===== config.mk =====
export PLATFORM = sky130hd
export DESIGN_NAME = port_bank
export DESIGN_NICKNAME = d
export VERILOG_FILES = /design/src/rtl/port_bank_pkg.sv /design/src/rtl/port_alias_reg.sv /design/src/rtl/port_pin_mux.sv /design/src/rtl/port_bank.sv
export SDC_FILE = /design/constraint.sdc
export NUM_CORES = 1
export LEC_CHECK = 0
export BUFFER_PORTS_ARGS = -buffer_cell sky130_fd_sc_hd__buf_2
export CORE_MARGIN = 5
export CORE_UTILIZATION = 25
export CTS_CLUSTER_SIZE = 24
export DETAILED_ROUTE_END_ITERATION = 12
export HOLD_SLACK_MARGIN = 0.05
export MAX_ROUTING_LAYER = met4
export PLACE_DENSITY = 0.53
export SETUP_SLACK_MARGIN = 0.2
export SYNTH_ARGS = -nofsm -noshare
export SYNTH_HDL_FRONTEND = slang
export SYNTH_SLANG_ARGS = --single-unit

===== constraint.sdc =====
create_clock -name clk_i -period 5.1 [get_ports clk_i]
set_input_delay 1.02 -clock clk_i [delete_from_list [all_inputs] [get_ports clk_i]]
set_output_delay 1.02 -clock clk_i [all_outputs]
set_load 0.1 [all_outputs]

===== src/rtl/port_bank_pkg.sv =====
package port_bank_pkg;
  localparam int NPIN   = 6;
  localparam int DW     = 32;
  localparam int AW     = 8;
  localparam int NREG   = 6;
  localparam int FSEL_W = 2 * (NPIN - 1) + 3;
  localparam int P_LSB  = 16;
  localparam int OE_BIT = 22;

  localparam logic [DW-1:0] PIN_MASK  = DW'((64'd1 << NPIN) - 1);
  localparam logic [DW-1:0] FSEL_MASK = DW'((64'd1 << FSEL_W) - 1);

  localparam logic [3:0] PAGE_PIN = 4'h1;

  typedef enum logic [1:0] {
    ACC_PLAIN = 2'd0,
    ACC_SET   = 2'd1,
    ACC_CLR   = 2'd2,
    ACC_NONE  = 2'd3
  } acc_e;

  // register slot -> address page
  function automatic logic [3:0] reg_page(int idx);
    case (idx)
      0: return 4'h0;  // latch
      1: return 4'h2;  // mode
      2: return 4'h3;  // driver enables
      3: return 4'h4;  // drive control
      4: return 4'h5;  // current limit
      default: return 4'h7;  // function select
    endcase
  endfunction

  function automatic logic [DW-1:0] reg_mask(int idx);
    case (idx)
      0, 1: return PIN_MASK;
      2: return PIN_MASK | (PIN_MASK << P_LSB);
      3: return PIN_MASK | DW'(32'h00EF_0000);
      4: return PIN_MASK | DW'(32'h00FF_0000);
      default: return FSEL_MASK;
    endcase
  endfunction
endpackage


===== src/rtl/port_alias_reg.sv =====
module port_alias_reg
  import port_bank_pkg::*;
#(
  parameter int          W    = 32,
  parameter logic [W-1:0] MASK = '1
) (
  input  logic         clk_i,
  input  logic         rst_ni,
  input  logic         wr_i,
  input  acc_e         acc_i,
  input  logic [W-1:0] wdata_i,
  output logic [W-1:0] q_o
);
  always_ff @(posedge clk_i or negedge rst_ni) begin
    if (!rst_ni) begin
      q_o <= '0;
    end else if (wr_i) begin
      case (acc_i)
        ACC_PLAIN: q_o <= wdata_i & MASK;
        ACC_SET:   q_o <= q_o | (wdata_i & MASK);
        ACC_CLR:   q_o <= q_o & ~wdata_i;
        default:   q_o <= q_o;
      endcase
    end
  end
endmodule


===== src/rtl/port_pin_mux.sv =====
module port_pin_mux #(
  parameter int SW       = 2,
  parameter bit HAS_UART = 1'b0,
  parameter bit HAS_LPT  = 1'b0
) (
  input  logic [SW-1:0] sel_i,
  input  logic          gpio_i,
  input  logic          lvl_i,
  input  logic          tmr_i,
  input  logic          uart_i,
  input  logic          lpt_i,
  output logic          out_o
);
  always_comb begin
    out_o = gpio_i;
    if (int'(sel_i) == 1)                  out_o = lvl_i;
    else if (int'(sel_i) == 2)             out_o = tmr_i;
    else if (HAS_UART && int'(sel_i) == 3) out_o = uart_i;
    else if (HAS_LPT && int'(sel_i) == 4)  out_o = lpt_i;
  end
endmodule


===== src/rtl/port_bank.sv =====
module port_bank
  import port_bank_pkg::*;
(
  input  logic            clk_i,
  input  logic            rst_ni,
  input  logic [AW-1:0]   addr_i,
  input  logic            we_i,
  input  logic [DW-1:0]   wdata_i,
  output logic [DW-1:0]   rdata_o,
  input  logic [NPIN-1:0] pad_i,
  input  logic [NPIN-1:0] lvl_i,
  input  logic [NPIN-1:0] tmr_i,
  input  logic [3:0]      uart_i,
  input  logic            lpt_i,
  output logic [NPIN-1:0] pin_o,
  output logic [NPIN-1:0] pin_oe_o
);
  logic [3:0]  page;
  acc_e        acc;
  logic        aligned;
  logic [DW-1:0] regs_q [NREG];

  assign page    = addr_i[7:4];
  assign acc     = acc_e'(addr_i[3:2]);
  assign aligned = (addr_i[1:0] == 2'b00);

  for (genvar i = 0; i < NREG; i++) begin : g_reg
    port_alias_reg #(.W(DW), .MASK(reg_mask(i))) u_reg (
      .clk_i  (clk_i),
      .rst_ni (rst_ni),
      .wr_i   (we_i && aligned && (page == reg_page(i))),
      .acc_i  (acc),
      .wdata_i(wdata_i),
      .q_o    (regs_q[i])
    );
  end

  logic [NPIN-1:0]   latch_q;
  logic [DW-1:0]     den_q;
  logic [DW-1:0]     drv_q;
  logic [FSEL_W-1:0] fsel_q;

  assign latch_q = regs_q[0][NPIN-1:0];
  assign den_q   = regs_q[2];
  assign drv_q   = regs_q[3];
  assign fsel_q  = regs_q[5][FSEL_W-1:0];

  always_comb begin
    rdata_o = '0;
    if (aligned && acc == ACC_PLAIN) begin
      if (page == PAGE_PIN) rdata_o = DW'(pad_i);
      for (int i = 0; i < NREG; i++)
        if (page == reg_page(i)) rdata_o = regs_q[i];
    end
  end

  for (genvar n = 0; n < NPIN; n++) begin : g_pin
    localparam bit LAST = (n == NPIN - 1);
    localparam int SW   = LAST ? 3 : 2;
    localparam int UIDX = (n >= 2) ? n - 2 : 0;
    port_pin_mux #(.SW(SW), .HAS_UART(n >= 2), .HAS_LPT(LAST)) u_mux (
      .sel_i (fsel_q[2*n +: SW]),
      .gpio_i(latch_q[n]),
      .lvl_i (lvl_i[n]),
      .tmr_i (tmr_i[n]),
      .uart_i(uart_i[UIDX]),
      .lpt_i (lpt_i),
      .out_o (pin_o[n])
    );
  end

  assign pin_oe_o = {NPIN{drv_q[OE_BIT]}} & (den_q[NPIN-1:0] | den_q[P_LSB +: NPIN]);
endmodule


Word level (Yosys, flattened, before mapping) --
Index checks and enable logic that the tools add are counted.
Word-level totals: flip-flop bits (word level) 192, output and inout port bits 44, word-level logic and storage cells 107
Cells by class: eq/ne operators 31, multiplexer cells 37, bitwise gates (word level) 15, reductions and logical operators 18
Operators with widths (number):
- 32-bit one-hot mux with 3 select lines | 6
- 32-bit two-way mux | 7
- 32-bit AND | 6
- 32-bit by 24-bit bitwise OR with 32-bit output | 2
- 32-bit by 6-bit bitwise OR with 32-bit output | 2
- 32-bit inverter | 1
- 32-bit by 13-bit bitwise OR with 32-bit output | 1
- 32-bit by 22-bit bitwise OR with 32-bit output | 1
- 4-bit equality test | 6
- 4-bit two-way mux | 6
- 2-bit equality test, second input constant | 11
- 1-bit two-way mux | 17
- 4-bit by 3-bit equality test with 1-bit output, second input constant | 3
- 2-bit AND reduction | 6
- 3-bit equality test, second input constant | 3
- 2-bit by 1-bit equality test with 1-bit output, second input constant | 4
- 4-bit by 2-bit equality test with 1-bit output, second input constant | 2
- 1-bit logical AND | 8
- 6-bit AND | 1
- 6-bit two-way mux | 1
- 6-bit bitwise OR | 1
- 4-bit by 1-bit equality test with 1-bit output, second input constant | 1
- 2-bit zero test | 2
- 4-bit zero test | 1
- 2 further kinds | 2

Depth between registers and ports, before layout --
word-level depth 11, gate-level depth with buffers 7, depth with buffers taken out 5

Hierarchy --
Synthesis repeated with hierarchy kept, for this count alone.
Unflattened totals: cells, all modules 1191, area total of the unflattened synthesis 11362.1 sq um
By module, submodules not included:
- port_alias_reg (g_reg[0].u_reg ...) | instances 2, cells an instance 128, area each 1401.3 sq um
- port_bank | instances 1, cells an instance 341, area each 2381.0 sq um
- port_alias_reg (g_reg[4].u_reg) | instances 1, cells an instance 147, area each 1555.2 sq um
- port_alias_reg (g_reg[2].u_reg) | instances 1, cells an instance 142, area each 1481.4 sq um
- port_alias_reg (g_reg[5].u_reg) | instances 1, cells an instance 143, area each 1477.7 sq um
- port_alias_reg (g_reg[3].u_reg) | instances 1, cells an instance 144, area each 1476.4 sq um
- port_pin_mux (g_pin[2].u_mux ...) | instances 3, cells an instance 1, area each 22.5 sq um
- port_pin_mux (g_pin[0].u_mux ...) | instances 2, cells an instance 3, area each 30.0 sq um
- port_pin_mux (g_pin[5].u_mux) | instances 1, cells an instance 9, area each 60.1 sq um

Worst setup path before layout --
Ideal clock, no wire load.
path type input-to-output, start in addr_i[4], end out rdata_o[30], arrival 4.971 ns, required time 4.080 ns, setup slack -0.891 ns, stages on the path 6, path buffers 3, cell sequence buf_4 buf_2 clkbuf_1 a31oi_1 o21ai_0 nor4b_1
On the way: longest elaborated chain between the ends 8, elaborated cells between the ends (all ways) 13
Ends and longest elaborated chain:
- start: declaration | line port_bank.sv:6 | input logic [AW-1:0] addr_i,
- 4-bit equality test | line port_bank.sv:53 | if (page == reg_page(i)) rdata_o = regs_q[i];
- 32-bit two-way mux (5 in a row) | line port_bank.sv:53
- 32-bit two-way mux (*) | line port_bank.sv:53
- 32-bit two-way mux (*) | line port_bank.sv:50 | if (aligned && acc == ACC_PLAIN) begin
- end: declaration | line port_bank.sv:9 | output logic [DW-1:0] rdata_o,
Every way passes the cells marked *; elsewhere a longest branch is shown, timed or not.

Worst setup path after layout --
start in addr_i[7], end out rdata_o[30]
Same word-level chain as after synthesis.

==> results.md <==
* Fraction of layout instances using a drive strength above 1 at 0.2938
* CP peak stage delay at 520 ps
* Mapped Area at 10040 sq um
* Layout Utilization at 0.2948
* Synth area leader: dfrtp_1
* Clk slew on worst S/H paths at 70 ps
* Clock Latency Late Sink at 440 ps
* Row Count at 73
* WP data required at 4080 ps
* XOR/XNOR share of the synthesized area at 0
* Most used DFF post-synth: dfrtp_1
* Initial DRC Count at 649
* Biggest register: g.u_reg.q_o
* DR pass1 iterations at 5
* Critical path class: in -> out
* EDFF count, synth at 0
* Synth Warn # at 0
* CTS buffer count at 17
* CP Max Fanout at 19
* Synth cell count leaders: dfrtp_1, a31oi_1, a21boi_0, a21oi_1, o21ai_0
* Nets at 1095
* DR vias/cell at 5.240
* Worst slew margin at 0.2685
* Max FFs per register at 192
* Top post-synthesis cells by area: dfrtp_1, a21boi_0, a31oi_1, mux2_2, a21oi_1
* DR vias at 8221
* Synthesized Nets at 1016
* # setup viols final at 0
* Synth Register Bits at 192
* Full die area at 44280 sq um
* Cell Count, Final, Fillers Out at 1569
* Detailed-placement wirelength estimate at 22640 um
* Die width at 210.4 um
* Total Wirelength at 34430 um
* Initial antenna violation count at 6
* Busiest grt layer: met2
* Mux share of post-synthesis cell area at 0.05357
* Slew Viols, Final at 0
* Max_cap viols at 0
* Met1 Use GR at 0.2214
* Fin crit period at 4162 ps
* Area added between synthesis and finish at 16.62%
* Syn avg cell area at 10.62 sq um
* Startpoint types: input port
* Critical Path Slowest Stage Cell: buf_2
* GRT overflow at 0
* Setup Buffers After CTS at 0
* Met2 usage at 0.2390
* Vias in the first global route at 8389
* Filler instances at 4132
* Setup TNS at 0 ps
* Initial Util at 0.2528
* Status: finished clean
* Io pins at 110
* Clock Root Buffer: clkbuf_16
* CP Capture Type: output pin
* Wirelength per Cell at 21.94 um
* ANT nets after route at 0
* Synth Area in Simple Gates at 0.1302
* Final hold vios at 0
* Core Box Area at 39730 sq um
* Most used cell, CP: buf_2
* Clock Skew at 0 ps
* CTS hold repair buffers at 0
* FFs w/ async S/R, synth at 1.000
* RSZ-0062 raised after global routing: false
* WP data arrival at 3140 ps
* Worst reg-to-reg path cell count at 2
* Worst vdd ir at 0.0001587 V
* I/O Buffers at 109
* CTS tree: done
* Leakage at 4.956 nW
* Worst Hold Class: reg -> reg
* Sequential share of the synthesized area at 0.4784
* PwrDens at 300.8 nW/um^2
* Total global-route track usage at 0.1585
* Grt met3 use at 0.02962
* Post-Syn Instances at 946
* Clk buf depth at 2
* Unique masters post-synth at 53
* Post-route DRC at 0
* Clk sink count at 192
* Compound-gate portion of the synthesized area at 0.2870
* Largest family of logic cells by synthesized area: compound AO/OA/AOI/OAI gates
* Power, Total at 3.523 mW
* Hold Path Depth at 1
* Placed cells at 1531
* Die height at 210.4 um
* H-tree levels at 4
* F_max at 240.3 MHz
* Synth Area in Adders at 0.004983
* Worst Tran Pin Value at 1096 ps
* Cells along the critical path: buf_2 -> nand3b_1 -> buf_4 -> a211oi_1 -> nor4b_2 -> buf_2
* First-pass GRT wire length at 53080 um
* PostCTS Resize Cnt at 0
* Most numerous cell in the Yosys netlist: dfrtp_1
* Pin count of the biggest net entering global routing at 114
* Top Registers: g.u_reg.q_o (192)
* Synth top area share at 0.4784
* Routability congestion estimate at 0.7518
* Period utilisation layout at 0.8161
-- per-layer routing --
metal  routed length [um]  vias up  share of wire
met4                  337        0         0.0098
li1                     -     3679              -
met1                16070     4240           0.47
met5                    0        -              0
met2                16200      280           0.47
met3                 1819       22          0.053
-- cell type report --
cell class / instances / area (sq um) / area share
Sequential cell: 192 / 4805 / 0.4102
Clock buffer: 19 / 432.9 / 0.03696
Inverter: 6 / 22.52 / 0.001923
Clock inverter: 13 / 142.6 / 0.01218
Antenna cell: 6 / 15.01 / 0.001282
Timing Repair Buffer: 143 / 839.6 / 0.07168
Tap cell: 525 / 656.9 / 0.05608
Multi-Input combinational cell: 665 / 4798 / 0.4097
-- final timing paths --
path | startpoint | to | slack, ps
max | addr_i[7] | rdata_o[30] | 940
min | g_reg[0].u_reg.q_o[12] | g_reg[0].u_reg.q_o[12] | 520
max reg2reg | g_reg[0].u_reg.q_o[3] | g_reg[0].u_reg.q_o[3] | 4200
min reg2reg | g_reg[0].u_reg.q_o[12] | g_reg[0].u_reg.q_o[12] | 520
max in group asynchronous | rst_ni | g_reg[3].u_reg.q_o[1] | 3370
min in group asynchronous | rst_ni | g_reg[3].u_reg.q_o[24] | 710
-- stage by stage --
stage / area, sq um / setup WS, ps / hold WS (ps)
CTS: 11700 / 938.3 / 517.8
finish: 11710 / 937.7 / 515.5
detailed placement: 11120 / 952.5 / 498.5
global route: 11710 / 823.7 / 534.8
floorplan: 10050 / 457.1 / 475.6
global placement: 11120 / 936.3 / 492.8
-- cell usage in the layout, fill, tap and decap left out, drive strengths merged, types with 8 or more instances in the layout --
cell,count
nand2b,11
o221ai,14
inv,13
a21oi,75
o31ai,13
buf,142
nor3,8
dfrtp,192
mux2,36
nand2,38
clkbuf,20
a21boi,128
nor3b,25
or2,40
a31oi,88
o21a,26
o21ai,66
nor2b,38
-- logic make-up (layout without fill, tap and decap cells) --
family                     count (synthesis)  in the layout
AOI/OAI and AO/OA                        426            426
DFF                                      192            192
and+or+nand+nor                          192            192
buffers and inverters                     89            181
muxes                                     43             43
adders and majority gates                  4              4
other                                      0              6
-- critical path: cells and delay by family --
kind | cells | cell delay, ps
buffers and inverters | 3 | 1130
AOI/OAI and AO/OA | 1 | 70
and+or+nand+nor | 2 | 900
-- where the power goes --
group	total, mW	leakage (nW)	switching [mW]	internal, mW
Combinational	0.529	2.03	0.372	0.157
Clock	1.35	0.275	0.662	0.693
Sequential	1.64	2.65	0.0594	1.58
Total	3.52	4.96	1.09	2.43
Note: power is estimated with default switching activity, not from simulation.
